<file path="config.mk">
export PLATFORM = sky130hd
export DESIGN_NAME = rxr_ring_writer
export DESIGN_NICKNAME = d
export VERILOG_FILES = /design/src/rtl/rxr_pkg.sv /design/src/rtl/rxr_desc_mem.sv /design/src/rtl/rxr_ring_ptr.sv /design/src/rtl/rxr_fill_ctl.sv /design/src/rtl/rxr_ring_writer.sv
export SDC_FILE = /design/constraint.sdc
export NUM_CORES = 2
export LEC_CHECK = 0
export ABC_AREA = 0
export BUFFER_PORTS_ARGS = -buffer_cell sky130_fd_sc_hd__buf_2
export CAP_MARGIN = 10
export CORE_MARGIN = 4
export CORE_UTILIZATION = 58
export CTS_CLUSTER_DIAMETER = 200
export DETAILED_ROUTE_END_ITERATION = 7
export MAX_ROUTING_LAYER = met4
export PLACE_DENSITY_LB_ADDON = 0.05
export SYNTH_ARGS = -nofsm -noshare
export SYNTH_HDL_FRONTEND = slang
export SYNTH_SLANG_ARGS = --single-unit
</file>
<file path="constraint.sdc">
create_clock -name clk -period 5.2 [get_ports clk]
set_input_delay 1.04 -clock clk [delete_from_list [all_inputs] [get_ports clk]]
set_output_delay 1.04 -clock clk [all_outputs]
set_load 0.02 [all_outputs]
</file>
<file path="src/rtl/rxr_pkg.sv">
package rxr_pkg;
  // Descriptor bit positions; software decodes these.
  localparam int unsigned AW_USED  = 0;
  localparam int unsigned AW_WRAP  = 1;
  localparam int unsigned ST_SOF   = 14;
  localparam int unsigned ST_EOF   = 15;
  localparam int unsigned ST_TYPE  = 22;
  localparam int unsigned ST_HIT0  = 23;
  localparam int unsigned ST_BCAST = 31;
  localparam int unsigned LEN_W    = 12;

  typedef struct packed {
    logic       bcast;
    logic [3:0] hit;
    logic       type_hit;
  } rxr_attr_t;

  function automatic logic [31:0] rxr_status(input logic sof, input logic eof,
                                             input logic [LEN_W-1:0] len,
                                             input rxr_attr_t a);
    logic [31:0] w;
    w = '0;
    w[LEN_W-1:0]        = len;
    w[ST_SOF]           = sof;
    w[ST_EOF]           = eof;
    w[ST_TYPE]          = a.type_hit;
    w[ST_HIT0 +: 4]     = a.hit;
    w[ST_BCAST]         = a.bcast;
    return w;
  endfunction
endpackage

</file>
<file path="src/rtl/rxr_desc_mem.sv">
module rxr_desc_mem #(
  parameter int unsigned NDESC = 32,
  localparam int unsigned IDX_W = $clog2(NDESC)
) (
  input  logic             clk,
  input  logic             rst_n,
  input  logic             sw_we,
  input  logic             sw_re,
  input  logic             sw_sel,
  input  logic [IDX_W-1:0] sw_idx,
  input  logic [31:0]      sw_wdata,
  output logic [31:0]      sw_rdata,
  input  logic [IDX_W-1:0] hw_idx,
  output logic [31:0]      hw_addr_word,
  input  logic             hw_we,
  input  logic [31:0]      hw_addr_wdata,
  input  logic [31:0]      hw_stat_wdata
);
  logic [31:0] addr_q [NDESC];
  logic [31:0] stat_q [NDESC];

  assign hw_addr_word = addr_q[hw_idx];

  always_ff @(posedge clk) begin
    if (!rst_n) begin
      for (int i = 0; i < NDESC; i++) begin
        addr_q[i] <= '0;
        stat_q[i] <= '0;
      end
      sw_rdata <= '0;
    end else begin
      for (int i = 0; i < NDESC; i++) begin
        if (hw_we && hw_idx == IDX_W'(i)) begin
          addr_q[i] <= hw_addr_wdata;
          stat_q[i] <= hw_stat_wdata;
        end else if (sw_we && sw_idx == IDX_W'(i)) begin
          if (sw_sel) stat_q[i] <= sw_wdata;
          else        addr_q[i] <= sw_wdata;
        end
      end
      if (sw_re) sw_rdata <= sw_sel ? stat_q[sw_idx] : addr_q[sw_idx];
    end
  end

  AST_ONE_WRITER: assert property (@(posedge clk) disable iff (!rst_n)
    !(hw_we && sw_we));
  AST_FREE_TARGET: assert property (@(posedge clk) disable iff (!rst_n)
    hw_we |-> !addr_q[hw_idx][rxr_pkg::AW_USED]);
endmodule

</file>
<file path="src/rtl/rxr_ring_ptr.sv">
module rxr_ring_ptr #(
  parameter int unsigned NDESC = 32,
  localparam int unsigned IDX_W = $clog2(NDESC)
) (
  input  logic             clk,
  input  logic             rst_n,
  input  logic             base_we,
  input  logic [IDX_W-1:0] base_idx,
  input  logic             adv,
  input  logic             wrap_flag,
  output logic [IDX_W-1:0] cur_idx
);
  localparam logic [IDX_W-1:0] LAST = IDX_W'(NDESC - 1);
  logic [IDX_W-1:0] base_q;

  always_ff @(posedge clk) begin
    if (!rst_n) begin
      base_q  <= '0;
      cur_idx <= '0;
    end else if (base_we) begin
      base_q  <= base_idx;
      cur_idx <= base_idx;
    end else if (adv) begin
      if (wrap_flag)            cur_idx <= base_q;
      else if (cur_idx == LAST) cur_idx <= '0;
      else                      cur_idx <= cur_idx + 1'b1;
    end
  end
endmodule

</file>
<file path="src/rtl/rxr_fill_ctl.sv">
module rxr_fill_ctl
  import rxr_pkg::*;
#(
  parameter int unsigned BUF_BYTES = 128,
  localparam int unsigned OFF_W = $clog2(BUF_BYTES)
) (
  input  logic        clk,
  input  logic        rst_n,
  input  logic        beat,
  input  logic [7:0]  s_data,
  input  logic        s_last,
  input  rxr_attr_t   attr,
  input  logic [31:0] cur_addr_word,
  output logic        hw_we,
  output logic [31:0] hw_addr_wdata,
  output logic [31:0] hw_stat_wdata,
  output logic        buf_we,
  output logic [31:0] buf_addr,
  output logic [7:0]  buf_data,
  output logic        ovf
);
  localparam logic [OFF_W-1:0] OFF_END = OFF_W'(BUF_BYTES - 1);

  logic [OFF_W-1:0] off_q;
  logic [LEN_W-1:0] flen_q, len_now;
  logic             first_q, drop_q;
  logic             chunk_start, blocked, take, chunk_full;
  logic [31:0]      buf_base;

  assign chunk_start = beat && !drop_q && off_q == '0;
  assign blocked     = chunk_start && cur_addr_word[AW_USED];
  assign take        = beat && !drop_q && !blocked;
  assign chunk_full  = off_q == OFF_END;
  assign len_now     = flen_q + 1'b1;
  assign buf_base    = {cur_addr_word[31:2], 2'b00};

  always_comb begin
    hw_we                  = take && (s_last || chunk_full);
    hw_addr_wdata          = cur_addr_word;
    hw_addr_wdata[AW_USED] = 1'b1;
    hw_stat_wdata          = rxr_status(first_q, s_last,
                                        s_last ? len_now : '0,
                                        s_last ? attr : '0);
  end

  always_ff @(posedge clk) begin
    if (!rst_n) begin
      off_q    <= '0;
      flen_q   <= '0;
      first_q  <= 1'b1;
      drop_q   <= 1'b0;
      buf_we   <= 1'b0;
      buf_addr <= '0;
      buf_data <= '0;
      ovf      <= 1'b0;
    end else begin
      buf_we <= take;
      ovf    <= blocked;
      if (take) begin
        buf_addr <= buf_base + 32'(off_q);
        buf_data <= s_data;
      end
      if (beat) begin
        if (s_last) begin
          off_q   <= '0;
          flen_q  <= '0;
          first_q <= 1'b1;
          drop_q  <= 1'b0;
        end else if (drop_q || blocked) begin
          drop_q  <= 1'b1;
        end else begin
          flen_q  <= len_now;
          off_q   <= chunk_full ? '0 : off_q + 1'b1;
          if (chunk_full) first_q <= 1'b0;
        end
      end
    end
  end

  AST_MID_LEN_ZERO: assert property (@(posedge clk) disable iff (!rst_n)
    (hw_we && !hw_stat_wdata[ST_EOF]) |->
      (hw_stat_wdata[LEN_W-1:0] == '0 && hw_stat_wdata[31:ST_TYPE] == '0));
  AST_END_LEN_NZ: assert property (@(posedge clk) disable iff (!rst_n)
    (hw_we && hw_stat_wdata[ST_EOF]) |-> hw_stat_wdata[LEN_W-1:0] != '0);
  AST_FULL_CHUNK: assert property (@(posedge clk) disable iff (!rst_n)
    (hw_we && !hw_stat_wdata[ST_EOF]) |-> off_q == OFF_END);
  AST_OVF_QUIET: assert property (@(posedge clk) disable iff (!rst_n)
    ovf |-> !$past(hw_we));
endmodule

</file>
<file path="src/rtl/rxr_ring_writer.sv">
module rxr_ring_writer #(
  parameter int unsigned NDESC     = 32,
  parameter int unsigned BUF_BYTES = 128,
  localparam int unsigned IDX_W    = $clog2(NDESC)
) (
  input  logic             clk,
  input  logic             rst_n,
  input  logic             sw_we,
  input  logic             sw_re,
  input  logic             sw_sel,
  input  logic [IDX_W-1:0] sw_idx,
  input  logic [31:0]      sw_wdata,
  output logic [31:0]      sw_rdata,
  input  logic             base_we,
  input  logic [IDX_W-1:0] base_idx,
  input  logic             s_valid,
  output logic             s_ready,
  input  logic [7:0]       s_data,
  input  logic             s_last,
  input  logic             s_bcast,
  input  logic [3:0]       s_hit,
  input  logic             s_type_hit,
  output logic             buf_we,
  output logic [31:0]      buf_addr,
  output logic [7:0]       buf_data,
  output logic             ovf
);
  import rxr_pkg::*;

  logic [IDX_W-1:0] cur_idx;
  logic [31:0]      cur_addr_word, hw_addr_wdata, hw_stat_wdata;
  logic             hw_we, beat;
  rxr_attr_t        attr;

  assign s_ready = !sw_we;
  assign beat    = s_valid && s_ready;
  assign attr    = '{bcast: s_bcast, hit: s_hit, type_hit: s_type_hit};

  rxr_desc_mem #(.NDESC(NDESC)) u_mem (
    .clk, .rst_n, .sw_we, .sw_re, .sw_sel, .sw_idx, .sw_wdata, .sw_rdata,
    .hw_idx(cur_idx), .hw_addr_word(cur_addr_word), .hw_we,
    .hw_addr_wdata, .hw_stat_wdata
  );

  rxr_ring_ptr #(.NDESC(NDESC)) u_ptr (
    .clk, .rst_n, .base_we, .base_idx, .adv(hw_we),
    .wrap_flag(cur_addr_word[AW_WRAP]), .cur_idx
  );

  rxr_fill_ctl #(.BUF_BYTES(BUF_BYTES)) u_fill (
    .clk, .rst_n, .beat, .s_data, .s_last, .attr, .cur_addr_word,
    .hw_we, .hw_addr_wdata, .hw_stat_wdata, .buf_we, .buf_addr, .buf_data, .ovf
  );
endmodule

</file>
==> flow_summary.json <==
{
  "grt_util_all_layers_pct": 44.15,
  "violations": "DRC",
  "cts_buffers": 226,
  "synth.avg_cell_area_um2": 12.19,
  "finalHoldViolCount": 0,
  "p_leak_nw": 44.69,
  "p_per_area_nw_per_um2": 335.1,
  "grt_pass1_vias": 83920,
  "coreArea_um2": 197600,
  "rsz0062_at_grt": "no",
  "finalCritPeriodShare_pct": 90.00,
  "pin_count": 139,
  "clk-insertion-delay-late_ns": 0.93,
  "seq_area_frac_synth_pct": 55.15,
  "die_h_um": 454.2,
  "die_w_um": 454.2,
  "critical_path_class": "reg -> reg",
  "place.gp.congestion": 0.9793,
  "cts_root_buf": "clkbuf_16",
  "post_cts_resized": 0,
  "htree_levels": 4,
  "cts_buffer_depth": 3,
  "setup_slack_ns": 0.5200,
  "min_path_type": "in -> reg",
  "yosysUniqueCellTypes": 76,
  "worstMarginPinSlew_ns": 1.262,
  "post-place-ws_ns": 0.5386,
  "grt_pass1_wl_um": 625100,
  "critPathRequiredTime_ns": 5.99,
  "post_route_cells_drive_above_1_share_pct": 20.65,
  "io_buffers": 138,
  "peakVddDrop_uv": 401.5,
  "final_common_cell": "edfxtp_1",
  "yosys_warnings": 0,
  "end_kind": "register",
  "arrival_ns": 5.47,
  "final-setup-viol-count": 0,
  "post-cts-setup-buffer-count": 0,
  "viasPerCell": 7.442,
  "final_nets": 9147,
  "synth_edf_count": 2048,
  "fin_setup_tns_ns": 0,
  "status": "finished with violations",
  "rows": 163,
  "syn_to_final_growth_pct": 10.63,
  "avgRoutedWirePerCell_um": 37.33,
  "synth_cells": 9478,
  "drtIter0Drc": 16380,
  "layout_common_cells": "edfxtp_1 (2048), nand2_1 (1214), nor2_1 (913)",
  "drt_pre_antenna_iters": 8,
  "synth.net_count": 9557,
  "cp_max_fo": 25,
  "finalMaxSlewViolations": 0,
  "startpoint_type": "register",
  "clock_sinks": 2158,
  "cts_hold_buf": 0,
  "vias": 88800,
  "finalClockSkew_ns": 0.06102,
  "yosys_register_bits": 2158,
  "slew_headroom_pct": 15.12,
  "wirelength_um": 445400,
  "cap_violations": 0,
  "cts.clk_slew.worst_paths_ns": 0.06,
  "die-area_um2": 206300,
  "fin_crit_ns": 4.680,
  "ant_nets": 0,
  "fmax_mhz": 213.7,
  "cts_tree": "built",
  "antenna_found_initial": 25,
  "yosys_most_used_dff": "edfxtp_1",
  "drc": 7,
  "start_util_pct": 58.44,
  "netlist_area_um2": 115500,
  "grt_max_degree": 199,
  "globalRouteOverflowTotal": 0,
  "hpwl_um": 264400,
  "synthArstFlopShare_pct": 0
}
==> stage by stage <==
| stage | instance area [um^2] | util [%] | hold slack [ns] | std cells | total power, mW |
|---|---|---|---|---|---|
| after floorplan | 115600 | - | 0.4363 | 9478 | 24.34 |
| after global placement | 120400 | 60.93 | 0.4380 | 11480 | 26.62 |
| after detailed placement | 120400 | 60.93 | 0.4455 | 11480 | 26.74 |
| after CTS | 127700 | 64.62 | 0.3129 | 11910 | 42.59 |
| after global routing | 127700 | 64.64 | 0.3714 | 11920 | 43.73 |
| final | 127800 | 64.65 | 0.3645 | 11930 | 42.82 |
==> where the power goes <==
| part | internal [mW] | leakage, nW | switching [mW] |
|---|---|---|---|
| sequential | 20.1 | 21.7 | 0.506 |
| combinational | 2.17 | 19.4 | 3.90 |
| clock | 8.90 | 3.56 | 7.27 |
| total | 31.1 | 44.7 | 11.7 |
==> Yosys cell counts (44+ instances only) <==
| cell type | instances | area share [%] |
|---|---|---|
| edfxtp_1 | 2048 | 53 |
| nand2_1 | 1230 | 4.0 |
| clkbuf_1 | 993 | 3.2 |
| nor2_1 | 976 | 3.2 |
| mux4_2 | 837 | 16 |
| o21ai_0 | 688 | 3.0 |
| a21oi_1 | 387 | 1.7 |
| a211oi_1 | 380 | 2.5 |
| and3_1 | 366 | 2.0 |
| mux2i_1 | 278 | 2.4 |
| nand3_1 | 234 | 1.0 |
| o21ai_1 | 131 | 0.57 |
| dfxtp_1 | 110 | 1.9 |
| buf_1 | 96 | 0.31 |
| a22oi_1 | 95 | 0.62 |
| buf_2 | 77 | 0.33 |
| o31ai_1 | 76 | 0.49 |
| a22o_1 | 52 | 0.39 |
| and2_1 | 44 | 0.24 |
==> kinds of logic after synthesis <==
family          Yosys count  synth area share, %
simple gates           3051                11.64
flops                  2158                55.15
compound gates         1884                9.742
buf+inv                1230                4.329
mux                    1121                18.82
xor+xnor                 19               0.1441
fa+ha+maj                15               0.1690
==> final timing paths <==
kind | from | slack [ns] | depth (start not counted) | end
setup reg to reg | register | 0.52 | 14 | u_fill.buf_addr[27]
setup / recovery | register | 0.52 | 14 | u_fill.buf_addr[27]
hold reg to reg | u_fill.buf_addr[8] | 0.46 | 2 | u_fill.buf_addr[8]
hold / removal | s_data[4] | 0.36 | 3 | u_fill.buf_data[4]
==> worst max-delay path, cell delays in order, from the launching register on <==
cell	delay, ns
dfxtp_4	0.60
buf_12	0.29
mux4_2	0.54
mux4_2	0.55
mux2i_2	0.20
inv_1	0.08
ha_1	0.33
inv_1	0.06
o21bai_1	0.13
a21oi_1	0.16
or4_1	0.59
nor4_4	0.42
buf_4	0.25
a31oi_1	0.10
o31a_1	0.25
==> sequential cells by signal (all words and copies together), names as in the netlist, named ones only <==
register	cells
u_mem.addr_q	1024
u_mem.stat_q	1024
u_fill.buf_addr	32
u_mem.sw_rdata	32
u_fill.flen_q	12
u_fill.buf_data	8
u_fill.off_q	7
u_ptr.base_q	5
u_ptr.cur_idx	5
u_fill.buf_we	1
u_fill.drop_q	1
u_fill.first_q	1
u_fill.ovf	1
==> final cells by class <==
type / count / area (um^2)
fillers: 14660 / 69850
well taps: 2640 / 3303
repair buffers: 567 / 5575
diodes: 26 / 65.06
inverters: 25 / 101.3
clock inverters: 136 / 1226
clock buffers: 290 / 6063
flip-flops and latches: 2158 / 63720
multi-input cells: 6090 / 47720
==> layer usage <==
layer  GRT usage [%]  up-vias  wire [um]
met1           58.85    43930     153800
li1                -    35120          -
met4           24.78        0      31190
met3           13.22     1589      70850
met2           60.81     8159     189600
met5               -        -          0
No activity file was read; power rests on OpenSTA's default activity.
